===== src/rtl/shf_pkg.sv =====
package shf_pkg;
  typedef enum logic [1:0] {
    OP_LSL   = 2'b00,
    OP_LSR   = 2'b01,
    OP_LSL_B = 2'b10,
    OP_ASR   = 2'b11
  } shift_op_e;
endpackage


===== src/rtl/shf_barrel.sv =====
// Logarithmic right shifter over a double-width window with a fill bit.
module shf_barrel #(
  parameter int WIN_W = 64,
  parameter int AMT_W = 6
) (
  input  logic [WIN_W-1:0] win_in,
  input  logic             fill,
  input  logic [AMT_W-1:0] amt,
  output logic [WIN_W-1:0] win_out
);
  logic [WIN_W-1:0] stg [AMT_W+1];

  assign stg[0] = win_in;

  for (genvar k = 0; k < AMT_W; k++) begin : g_stage
    localparam int STEP = 2 ** k;
    assign stg[k+1] = amt[k] ? {{STEP{fill}}, stg[k][WIN_W-1:STEP]} : stg[k];
  end

  assign win_out = stg[AMT_W];
endmodule


===== src/rtl/shf_core.sv =====
// Shift datapath: left shifts reuse the right shifter through bit reversal.
module shf_core
  import shf_pkg::*;
#(
  parameter int W     = 32,
  parameter int AMT_W = $clog2(2 * W)
) (
  input  logic [W-1:0]     opnd,
  input  logic [AMT_W-1:0] amt,
  input  shift_op_e        op,
  output logic [W-1:0]     res,
  output logic             c_bit,
  output logic             v_bit
);
  localparam int WIN_W = 2 * W;

  logic             go_right;
  logic             arith;
  logic [W-1:0]     opnd_rev;
  logic [W-1:0]     hi_rev;
  logic [WIN_W-1:0] win_in;
  logic [WIN_W-1:0] win_out;
  logic             fill;

  assign go_right = op[0];
  assign arith    = (op == OP_ASR);
  assign fill     = arith & opnd[W-1];

  for (genvar i = 0; i < W; i++) begin : g_rev
    assign opnd_rev[i] = opnd[W-1-i];
    assign hi_rev[i]   = win_out[WIN_W-1-i];
  end

  assign win_in = {(go_right ? opnd : opnd_rev), {W{1'b0}}};

  shf_barrel #(.WIN_W(WIN_W), .AMT_W(AMT_W)) u_barrel (
    .win_in  (win_in),
    .fill    (fill),
    .amt     (amt),
    .win_out (win_out)
  );

  always_comb begin
    res   = go_right ? win_out[WIN_W-1:W] : hi_rev;
    c_bit = (amt != '0) ? win_out[W-1] : 1'b0;
    v_bit = arith & (res[W-1] ^ opnd[W-1]);
  end
endmodule


===== src/rtl/shf_flags.sv =====
// Condition flag formation from the shifted value.
module shf_flags #(
  parameter int W = 32
) (
  input  logic [W-1:0] res,
  input  logic         c_bit,
  input  logic         v_bit,
  input  logic         amt_nz,
  input  logic         x_in,
  output logic [4:0]   nzvcx
);
  always_comb begin
    nzvcx[4] = res[W-1];
    nzvcx[3] = (res == '0);
    nzvcx[2] = v_bit;
    nzvcx[1] = c_bit;
    nzvcx[0] = amt_nz ? c_bit : x_in;
  end
endmodule


===== src/rtl/shf32_xflag.sv =====
module shf32_xflag
  import shf_pkg::*;
#(
  parameter int W     = 32,
  parameter int CNT_W = 32
) (
  input  logic             clk,
  input  logic             rst_n,
  input  logic             in_en,
  input  logic [1:0]       in_op,
  input  logic [CNT_W-1:0] in_cnt,
  input  logic [W-1:0]     in_opnd,
  input  logic             in_x,
  output logic             out_vld,
  output logic [W-1:0]     out_res,
  output logic             out_n,
  output logic             out_z,
  output logic             out_v,
  output logic             out_c,
  output logic             out_x
);
  localparam int AMT_W = $clog2(2 * W);

  // reset: asynchronous assert, synchronous release
  logic [1:0] rst_sync;
  logic       rst_int_n;

  always_ff @(posedge clk or negedge rst_n) begin
    if (!rst_n) rst_sync <= 2'b00;
    else        rst_sync <= {rst_sync[0], 1'b1};
  end
  assign rst_int_n = rst_sync[1];

  logic [AMT_W-1:0] amt;
  logic             unused_cnt_hi;
  assign amt           = in_cnt[AMT_W-1:0];
  assign unused_cnt_hi = ^in_cnt[CNT_W-1:AMT_W];

  logic [W-1:0] core_res;
  logic         core_c;
  logic         core_v;
  logic [4:0]   core_flags;

  shf_core #(.W(W), .AMT_W(AMT_W)) u_core (
    .opnd  (in_opnd),
    .amt   (amt),
    .op    (shift_op_e'(in_op)),
    .res   (core_res),
    .c_bit (core_c),
    .v_bit (core_v)
  );

  shf_flags #(.W(W)) u_flags (
    .res    (core_res),
    .c_bit  (core_c),
    .v_bit  (core_v),
    .amt_nz (amt != '0),
    .x_in   (in_x),
    .nzvcx  (core_flags)
  );

  // next state
  logic [W-1:0] res_q, res_d;
  logic [4:0]   flg_q, flg_d;
  logic         vld_q, vld_d;

  always_comb begin
    vld_d = in_en;
    res_d = res_q;
    flg_d = flg_q;
    if (in_en) begin
      res_d = core_res;
      flg_d = core_flags;
    end
  end

  // registers
  always_ff @(posedge clk or negedge rst_int_n) begin
    if (!rst_int_n) begin
      res_q <= '0;
      flg_q <= '0;
      vld_q <= 1'b0;
    end else begin
      res_q <= res_d;
      flg_q <= flg_d;
      vld_q <= vld_d;
    end
  end

  assign out_vld = vld_q;
  assign out_res = res_q;
  assign out_n   = flg_q[4];
  assign out_z   = flg_q[3];
  assign out_v   = flg_q[2];
  assign out_c   = flg_q[1];
  assign out_x   = flg_q[0];


  zero_amt_chk: assert property (@(posedge clk) disable iff (!rst_int_n)
    rst_int_n && in_en && amt == '0 |=> out_res == $past(in_opnd) && !out_c);


  x_keep_chk: assert property (@(posedge clk) disable iff (!rst_int_n)
    rst_int_n && in_en && amt == '0 |=> out_x == $past(in_x));


  logic_v_chk: assert property (@(posedge clk) disable iff (!rst_int_n)
    rst_int_n && in_en && in_op != OP_ASR |=> !out_v);


  lsl_flush_chk: assert property (@(posedge clk) disable iff (!rst_int_n)
    rst_int_n && in_en && !in_op[0] && amt >= AMT_W'(W) |=> out_res == '0);


  zero_opnd_chk: assert property (@(posedge clk) disable iff (!rst_int_n)
    rst_int_n && in_en && in_opnd == '0 |=> out_z && !out_n);


  hold_chk: assert property (@(posedge clk) disable iff (!rst_int_n)
    rst_int_n && !in_en |=> $stable(out_res) && $stable(out_x) && !out_vld);
endmodule


===== config.mk =====
export PLATFORM = sky130hd
export DESIGN_NAME = shf32_xflag
export DESIGN_NICKNAME = d
export VERILOG_FILES = /design/src/rtl/shf_pkg.sv /design/src/rtl/shf_barrel.sv /design/src/rtl/shf_core.sv /design/src/rtl/shf_flags.sv /design/src/rtl/shf32_xflag.sv
export SDC_FILE = /design/constraint.sdc
export NUM_CORES = 1
export LEC_CHECK = 0
export ABC_AREA = 1
export BUFFER_PORTS_ARGS = -buffer_cell sky130_fd_sc_hd__buf_4
export CORE_AREA = 2 2 122 124
export DETAILED_ROUTE_END_ITERATION = 10
export DIE_AREA = 0 0 124 126
export GPL_TIMING_DRIVEN = 0
export SYNTH_ARGS = -nofsm -noshare
export SYNTH_HDL_FRONTEND = slang
export SYNTH_SLANG_ARGS = --single-unit

===== constraint.sdc =====
create_clock -name clk -period 1.6 [get_ports clk]
set_clock_uncertainty 0.2 [all_clocks]
set_input_delay 0.08 -clock clk [delete_from_list [all_inputs] [get_ports clk]]
set_output_delay 0.08 -clock clk [all_outputs]
set_load 0.02 [all_outputs]

* Word level (Yosys, flattened, before mapping)
Cells that the tools add are included.
Operators by class: equality and inequality tests 1, $lt $le $gt $ge 0, add/sub/neg operators 0, reduce and logical (&&, ||, !) cells 2, shifts and indexed selects 0, div/mod/pow operators 0, muxes and demuxes 10, bitwise gates (word level) 3, $mul 0
Operators by type and width (count):
- $mux W64 | 6
- $mux W32 | 2
- $logic_not A32 Y1 | 1
- $reduce_bool A6 Y1 | 1
- $and A1 B1 Y1 | 2
- $eq A2 B2 Y1 const B | 1
- $mux W1 | 2
- $xor A1 B1 Y1 | 1
Storage, ports and cells: word-level logic and storage cells 20, ROM bits 0, memories 0, bits in latches 0, register bits 40, input port bits 70, memory bits (writable) 0, output and inout port bits 38

* Longest topological paths before layout
Gate-level depths: netlist (run 1).
depth after elaboration 11, depth in mapped cells 22, depth with buffers taken out 20

* Hierarchy
A second synthesis (run 1) with hierarchy kept.
Unflattened totals: cell total of the unflattened synthesis 1349, area, all modules 6915.4 sq um
By module, submodules not included:
- shf_barrel | sequential area each 0.0 sq um, cells each 959, instances 1, area an instance 4206.5 sq um
- shf32_xflag | sequential area each 1001.0 sq um, cells each 164, instances 1, area an instance 1641.6 sq um
- shf_core | sequential area each 0.0 sq um, cells each 191, instances 1, area an instance 917.1 sq um
- shf_flags | sequential area each 0.0 sq um, cells each 35, instances 1, area an instance 150.1 sq um

* Worst setup path after synthesis (run 1)
OpenSTA, ideal clock, no wires.
kind in2reg, from input in_cnt[0], to register flg_q[3], path buffers 2, library setup time 66 ps, required time 1334 ps, data arrival time 1526 ps, slack -191 ps, stages 19, path through buf_2 inv_2 buf_2 nand3_1 nand3_1 nand2_1 nand2_1 nand2_1 nand2_1 nand2_1 a21oi_1 nand2_1 nand2_1 nand2_1 nor2_1 nand2_1 nor2_1 nand2_1 nand2_1
Between the ends: longest elaborated chain between the ends 8
RTL lines:
- start, declared | line shf32_xflag.sv:11 | input logic [CNT_W-1:0] in_cnt,
- $mux W64 (6 in a row) | line shf_barrel.sv:17 | assign stg[k+1] = amt[k] ? {{STEP{fill}}, stg[k][WIN_W-1:STEP]} : stg[k];
- $mux W32 | line shf_core.sv:44 | res = go_right ? win_out[WIN_W-1:W] : hi_rev;
- $logic_not A32 Y1 | line shf_flags.sv:14 | nzvcx[3] = (res == '0);
- end signal, assigned | line shf32_xflag.sv:85 | flg_q <= flg_d;
- end, declared | line shf32_xflag.sv:64 | logic [4:0] flg_q, flg_d;
No other way between the ends. A chain may end at the register's enable or synchronous reset.

* Worst setup path in the final report (run 1)
from input in_op[0], to register flg_q[3]
Between the ends: longest elaborated chain between the ends 10, elaborated cells between the ends (all ways) 11, those cells by class 1 x eq/ne; 8 x mux; 1 x bitwise; 1 x reduce/logical
RTL lines:
- start, declared | line shf32_xflag.sv:10 | input logic [1:0] in_op,
- $eq A2 B2 Y1 | line shf_core.sv:26 | assign arith = (op == OP_ASR);
- $and A1 B1 Y1 | line shf_core.sv:27 | assign fill = arith & opnd[W-1];
- $mux W64 (6 in a row) | line shf_barrel.sv:17
- $mux W32 (*) | line shf_core.sv:44
- $logic_not A32 Y1 (*) | line shf_flags.sv:14
Every way passes the cells marked *; elsewhere a longest branch is shown, timed or not.

==> results of run 1 <==
registers in the layout, summed over array words and instances (netlist names):
name and cells:
flg_q 5, out_res 31, out_vld 1, rst_sync 2
worst max-delay path: cells and delay by family:
kind                   cells  cell delay, ns
AND/OR/NAND/NOR            8            0.75
buffers and inverters      6            1.02
per-layer routing:
layer	track usage, %	wire length (µm)
met3	3.35	1560
met2	36.3	8560
met1	32.8	8150
met4	4.03	322
met5	0	0
through the flow:
stage	std cells	hold WS (ns)	cell area (µm²)	setup WS, ns	TNS, ns
after floorplan	757	-0.416	4280	-0.157	-0.235
after global placement	1018	-0.337	5090	-0.785	-23.86
after detailed placement	1018	-0.336	5090	-0.775	-15.63
after CTS	1046	0.00617	6050	-0.185	-0.601
after global routing	1057	0.0415	6770	-0.372	-3.09
final	1057	0.00588	6770	-0.254	-1.51
cells by family (layout without fill, tap and decap cells):
family / Yosys count / count (layout)
other: 1 / 1
AND/OR/NAND/NOR: 585 / 585
AO/OA/AOI/OAI: 54 / 54
buffers and inverters: 78 / 194
flip-flops: 39 / 39
path summary, 6_finish.rpt:
check | cells past startpoint | endpoint | start
worst max-delay path | 14 | flg_q[3] | in_op[0]
worst min-delay path | 4 | flg_q[1] | in_cnt[5]
worst max register to register | 0 | out_res[7] | rst_sync[1]
worst min register to register | 0 | rst_sync[1] | rst_sync[0]
max in group asynchronous | 0 | out_res[7] | rst_sync[1]
min in group asynchronous | 0 | out_res[16] | rst_sync[1]
layout by cell type (no fill, tap or decap), types with 3 or more instances in the layout:
cell type and n:
o21ai_2 3, o21ai_0 16, nand3_2 121, nand3_1 88, nand3_4 12, buf_6 8
nand4_1 26, nor2_1 15, clkbuf_16 8, inv_1 19, buf_4 100, dfrtp_1 38
clkbuf_1 13, nor2_2 7, nand2_2 81, a21oi_2 8, buf_2 10, nand2_4 3
o21ai_1 18, dlygate4sd3_1 4, nand2_1 228, buf_12 5, clkbuf_2 9, buf_8 6
layout make-up:
class / count / area (µm²)
plain buffers: 54 / 429
clock buffers: 6 / 129
clock inverters: 2 / 12.5
fillers: 1502 / 7550
inverters: 24 / 119
multi-input cells: 640 / 3950
flip-flops and latches: 39 / 977
well taps: 184 / 230
repair buffers: 108 / 918
power by group through the flow:
| stage | sequential, mW | clock, mW | combinational (mW) |
|---|---|---|---|
| after floorplan | 1.31 | 0 | 0.884 |
| after global placement | 1.19 | 0 | 1.58 |
| after detailed placement | 1.19 | 0 | 1.58 |
| after CTS | 1.18 | 0.981 | 1.84 |
| after global routing | 1.19 | 1.03 | 2.28 |
| final | 1.17 | 0.950 | 2.12 |
repair_timing:
action	CTS	global route
cloned	3	3
pin swaps	33	46
hold endpoints to repair	7	0
hold buffers	4	0
resized for setup	165	156
buffers inserted	13	8
endpoints found under the setup margin	35	35
==> metrics.md, run 1 <==
| Metric | Value |
|---|---|
| DR pass1 iterations | `7` |
| Most used cell along the critical path | `nand2_1` |
| Initial Util | `29.5%` |
| Rows | `44` |
| Worst slew pin tran | `0.806 ns` |
| Final setup violation count | `16` |
| CTS tree | `yes` |
| RSZ-0062 raised after global routing | `true` |
| Simple-gate area share of the yosys netlist | `61.9%` |
| DIE HEIGHT | `126 µm` |
| Global route total overflow | `0` |
| Final wirelength | `18.6 mm` |
| Slowest cell on the critical path | `clkbuf_1` |
| Register share of total power | `27.6%` |
| Port-buffer cells | `77` |
| Lkg Pwr | `3.29 nW` |
| Final #Nets | `942` |
| Post-DRT Antenna Nets | `0` |
| Htree depth | `2` |
| Reg2reg setup slack | `0.53 ns` |
| Type of the tightest min-delay check | `input pin to register` |
| Antenna Cells | `0` |
| Top cell type's share of synthesized area | `27.5%` |
| Final Core Density | `47.3%` |
| Setup WS post-layout | `-0.254 ns` |
| Clock period minus worst slack | `1.85 ns` |
| Status | `finished, violations left` |
| Adder-Cell Fraction of Synth Area | `0%` |
| Post-DP HPWL | `13.5 mm` |
| TritonCTS buffer count | `5` |
| CP Capture Type | `register` |
| Synth top area cells | `nand2_1 27%, nand3_1 25%, dfrtp_1 23%` |
| Vias in the first global route | `5,436` |
| Routability cong. | `0.951` |
| Comb pwr share | `50.0%` |
| VDD IR max | `0.391 mV` |
| CTS Sinks | `39` |
| Combinational family with the most area after synthesis | `simple AND/OR/NAND/NOR gates` |
| Slew Viols, Final | `0` |
| CTS Buffer Depth | `2` |
| Synth Instances | `757` |
| Cell Area, Synth | `0.00423 mm²` |
| WL/cell | `17.6 µm` |
| Xor and xnor area share after synthesis | `0%` |
| Via density | `5.53` |
| Final hold violations | `0` |
| Most common cell in the netlist | `nand2_1` |
| Syn avg cell area | `5.58 µm²` |
| Initial antenna violation count | `0` |
| Worst path max stage delay | `0.42 ns` |
| GR Util All Layers | `22.7%` |
| Failing checks | `negative setup slack` |
| Sw Ratio | `41.4%` |
| Critical path, cell by cell | `buf_12, inv_8, buf_12, buf_12, buf_12, clkbuf_1, nand2_1, nand2_2, nand2_1, nor2_1, nand2_1, nor2_1, nand2_1, nand2_1` |
| Clock slew at reported path FFs | `0.06 ns` |
| Seq/Total Area, Yosys | `23.1%` |
| Share of cells above drive strength 1 | `45.7%` |
| Multiplexer share of the synthesized area | `0%` |
| Ys Warns | `0` |
| Clock latency on the worst-skew pair | `0.28 ns` |
| Final Cycle Share | `116%` |
| Core ar. | `0.0143 mm²` |
| Psw | `1.76 mW` |
| Cell Int Power | `2.49 mW` |
| I/O pins | `108` |
| Rel. slew slack | `46.3%` |
| Post-synth top cells | `309 x nand2_1, 211 x nand3_1, 39 x dfrtp_1` |
| Synth Flop Type | `dfrtp_1` |
| Yosys cell types | `25` |
| Worst setup SP type | `input pin` |
| CTS Root Cell | `clkbuf_16` |
| Compound-Gate Fraction of Synth Area | `6.69%` |
| Area growth syn-to-layout | `60.2%` |
| Worst EP arrival | `1.87 ns` |
| Die X | `124 µm` |
| Clk network pwr share | `22.4%` |
| Crit path max fanout | `10` |
| Pwr Total | `4.25 mW` |
| Worst path required time | `1.62 ns` |
| Die area | `0.0156 mm²` |
| Post-synth EDFFs | `0` |
| Max Clk Rate | `539 MHz` |
| Vias | `5,849` |
| Area leader, netlist | `nand2_1` |
| Largest net degree at the start of global routing | `38` |
| Flop and latch count out of synthesis | `39` |
| Detailed-route DRC error count | `0` |
| 1st-iter DRT viols | `525` |
| PwrDens | `627 mW/mm²` |
| Ys async rst share | `100%` |
| Number of max-cap violations | `0` |
| CP Class | `input pin to register` |
| Synthesized netlist net count | `827` |
| Global-route wire length before repair | `28.3 mm` |
Power figures use the tool's default switching activity.
==> run 2, diff against run 1 <==
- CORE_AREA: 2 2 122 124 -> 2 2 112 136
- DIE_AREA: 0 0 124 126 -> 0 0 114 138
==> run 2 against run 1 <==
Against the previous run: the run still ends with negative setup slack left; fmax grew 1.1%; via count fell by 0.80%; clock power increased by 2.7%; core utilization decreased by 0.38 points; routed wire length shrank 3.0%; highest routed layer unchanged; final area is 1.1% higher.
==> metrics.md, run 2 (synthesis results as in run 1) <==
| Metric | Value |
|---|---|
| Setup_tns | `-1.21 ns (was -1.51 ns)` |
| Detailed-route DRC error count | `0 (unchanged)` |
| Register share of total power | `27.3% (was 27.6%)` |
| Rows | `49 (was 44)` |
| Slew Viols, Final | `0 (unchanged)` |
| Die X | `114 µm (was 124 µm)` |
| Port-buffer cells | `77 (unchanged)` |
| Reg2Reg Depth | `0 (unchanged)` |
| VDD IR max | `0.313 mV (was 0.391 mV)` |
| Vias in the first global route | `5,662 (was 5,436)` |
| Final non-filler cell total | `1,055 (was 1,057)` |
| Comb pwr share | `50.0% (about the same)` |
| Crit path max fanout | `5 (was 10)` |
| PwrDens | `628 mW/mm² (was 627 mW/mm²)` |
| Fillers | `1,543 (was 1,502)` |
| Psw | `1.75 mW (was 1.76 mW)` |
| Min-delay src | `in_cnt[5] (unchanged)` |
| Sw Ratio | `40.6% (was 41.4%)` |
| CTS tree | `yes (unchanged)` |
| Pwr Total | `4.30 mW (was 4.25 mW)` |
| CTS Root Cell | `clkbuf_16 (unchanged)` |
| Most frequent cells in the layout | `231 x nand2_1, 110 x nand3_2, 105 x buf_4 (was 228 x nand2_1, 121 x nand3_2, 100 x buf_4)` |
| CP Capture Type | `register (unchanged)` |
| Hold Crit Depth | `4 (unchanged)` |
| RSZ-0062 raised after global routing | `true (unchanged)` |
| Htree depth | `2 (unchanged)` |
| Core ar. | `0.0146 mm² (was 0.0143 mm²)` |
| CP Class | `input pin to register (unchanged)` |
| Final setup violation count | `19 (was 16)` |
| WL/cell | `17.1 µm (was 17.6 µm)` |
| Post-DRT Antenna Nets | `0 (unchanged)` |
| Initial antenna violation count | `0 (unchanged)` |
| Rel. slew slack | `46.5% (was 46.3%)` |
| WHS | `0.0233 ns (was 0.00588 ns)` |
| Reg-to-reg endpoint | `out_res[11] (was out_res[7])` |
| Vias | `5,802 (was 5,849)` |
| Reg2reg setup slack | `0.53 ns (about the same)` |
| Worst slew pin tran | `0.803 ns (was 0.806 ns)` |
| CTS Sinks | `39 (unchanged)` |
| I/O pins | `108 (unchanged)` |
| Clock slew at reported path FFs | `0.06 ns (about the same)` |
| Final #Nets | `946 (was 942)` |
| Final Cycle Share | `115% (was 116%)` |
| Lkg Pwr | `3.31 nW (was 3.29 nW)` |
| Clock period minus worst slack | `1.84 ns (was 1.85 ns)` |
| Area growth syn-to-layout | `62.0% (was 60.2%)` |
| Worst path required time | `1.55 ns (was 1.62 ns)` |
| Die area | `0.0157 mm² (was 0.0156 mm²)` |
| Global-route wire length before repair | `28.8 mm (was 28.3 mm)` |
| CTS Buffer Depth | `2 (unchanged)` |
| Max Clk Rate | `545 MHz (was 539 MHz)` |
| Most common cell after layout, fill and taps aside | `nand2_1 (unchanged)` |
| Hold endpoint | `flg_q[1] (unchanged)` |
| Antenna Cells | `0 (unchanged)` |
| DP Worst Slack | `-0.751 ns (was -0.775 ns)` |
| Final hold violations | `0 (unchanged)` |
| Total area of sequential cells | `977 µm² (unchanged)` |
| Initial Util | `29.0% (was 29.5%)` |
| Status | `finished, violations left (unchanged)` |
| Post-DP HPWL | `13.5 mm (about the same)` |
| Worst EP arrival | `1.79 ns (was 1.87 ns)` |
| 1st-iter DRT viols | `336 (was 525)` |
| Max reg flops | `31 (unchanged)` |
| Reg-to-Reg Start | `rst_sync[1] (unchanged)` |
| Via density | `5.50 (was 5.53)` |
| TritonCTS buffer count | `5 (unchanged)` |
| Worst setup SP type | `input pin (unchanged)` |
| Share of cells above drive strength 1 | `45.8% (was 45.7%)` |
| Clock latency on the worst-skew pair | `0.28 ns (about the same)` |
| Cell Int Power | `2.55 mW (was 2.49 mW)` |
| DR pass1 iterations | `6 (was 7)` |
| Final wirelength | `18.0 mm (was 18.6 mm)` |
| Largest net degree at the start of global routing | `38 (unchanged)` |
| Multi-input gate area | `0.00404 mm² (was 0.00395 mm²)` |
| Placed Instances | `1,012 (was 1,018)` |
| Setup WS post-layout | `-0.235 ns (was -0.254 ns)` |
| Clk network pwr share | `22.7% (was 22.4%)` |
| DIE HEIGHT | `138 µm (was 126 µm)` |
| Failing checks | `negative setup slack (unchanged)` |
| Number of max-cap violations | `0 (unchanged)` |
| Global route total overflow | `0 (unchanged)` |
| Type of the tightest min-delay check | `input pin to register (unchanged)` |
| GR Util All Layers | `22.6% (was 22.7%)` |
| Routability cong. | `1.01 (was 0.951)` |
## run 2: changes by cell type in the layout (fill, tap and decap cells not counted), moves of 4 or more
cell,before,now
nand3_2,121,110
nand3_4,12,22
o21ai_0,16,23
nand2_2,81,75
o21ai_1,18,12
buf_4,100,105
buf_6,8,13
clkbuf_4,1,6
buf_2,10,6
nor2_4,2,6
## run 2: power by group through the flow
stage          Combinational [mW]  Clock (mW)  Sequential, mW
5_1_grt                      2.32        1.04            1.19
3_5_place_dp                 1.58           0            1.19
4_1_cts                      1.85        1.01            1.18
2_1_floorplan               0.884           0            1.31
6_report                     2.15       0.976            1.17
3_3_place_gp                 1.58           0            1.19
## run 2: timing repair
action | CTS | global route
endpoints found under the setup margin | 35 | 35
gates resized for setup | 165 | 165
pin swaps | 40 | 68
endpoints found under the hold margin | 7 | 0
setup buffers | 11 | 17
gates cloned | 3 | 0
hold buffers | 4 | 0
## run 2: stage by stage
step	instance area [µm²]	util, %
5_1_grt	6840	46.9
4_1_cts	6040	41.4
2_1_floorplan	4280	-
3_3_place_gp	5080	34.8
6_report	6840	46.9
3_5_place_dp	5080	34.8
## run 2: layout make-up
class	count	share of cell area, %
multi-input combinational	640	59.1
inverter	24	1.61
sequential	39	14.3
clock buffer	7	2.08
tap	178	3.25
timing repair buffer	112	13.4
buffer	54	6.23
clock inverter	1	0.0731
## run 2: worst max path at each step
stage / endpoint / start / slack, ns / cells after the start
after detailed placement: flg_q[3] / in_cnt[3] / -0.75 / 16
after CTS: flg_q[3] / in_cnt[1] / -0.17 / 16
after floorplan: flg_q[3] / in_op[0] / -0.16 / 19
after global routing: flg_q[3] / in_op[0] / -0.37 / 18
final: out_res[14] / in_op[0] / -0.24 / 16
after global placement: flg_q[3] / in_cnt[3] / -0.73 / 16
## run 2: per-layer routing
metal	GRT usage [%]	wire [µm]
met3	2.15	904
met1	27.4	7140
met4	12.2	939
met5	0	0
met2	38.9	9060
## run 2: worst max-delay path, stage by stage
cell and delay [ns]:
buf_12 0.11, inv_8 0.05, buf_8 0.13, buf_12 0.15
nand2_8 0.07, nand3_4 0.10, nand3_4 0.12, nand3_4 0.08
a21oi_2 0.13, nor2_1 0.06, a21oi_2 0.23, buf_4 0.15
buf_4 0.10, nand2_1 0.04, o21ai_1 0.11, o21ai_1 0.07
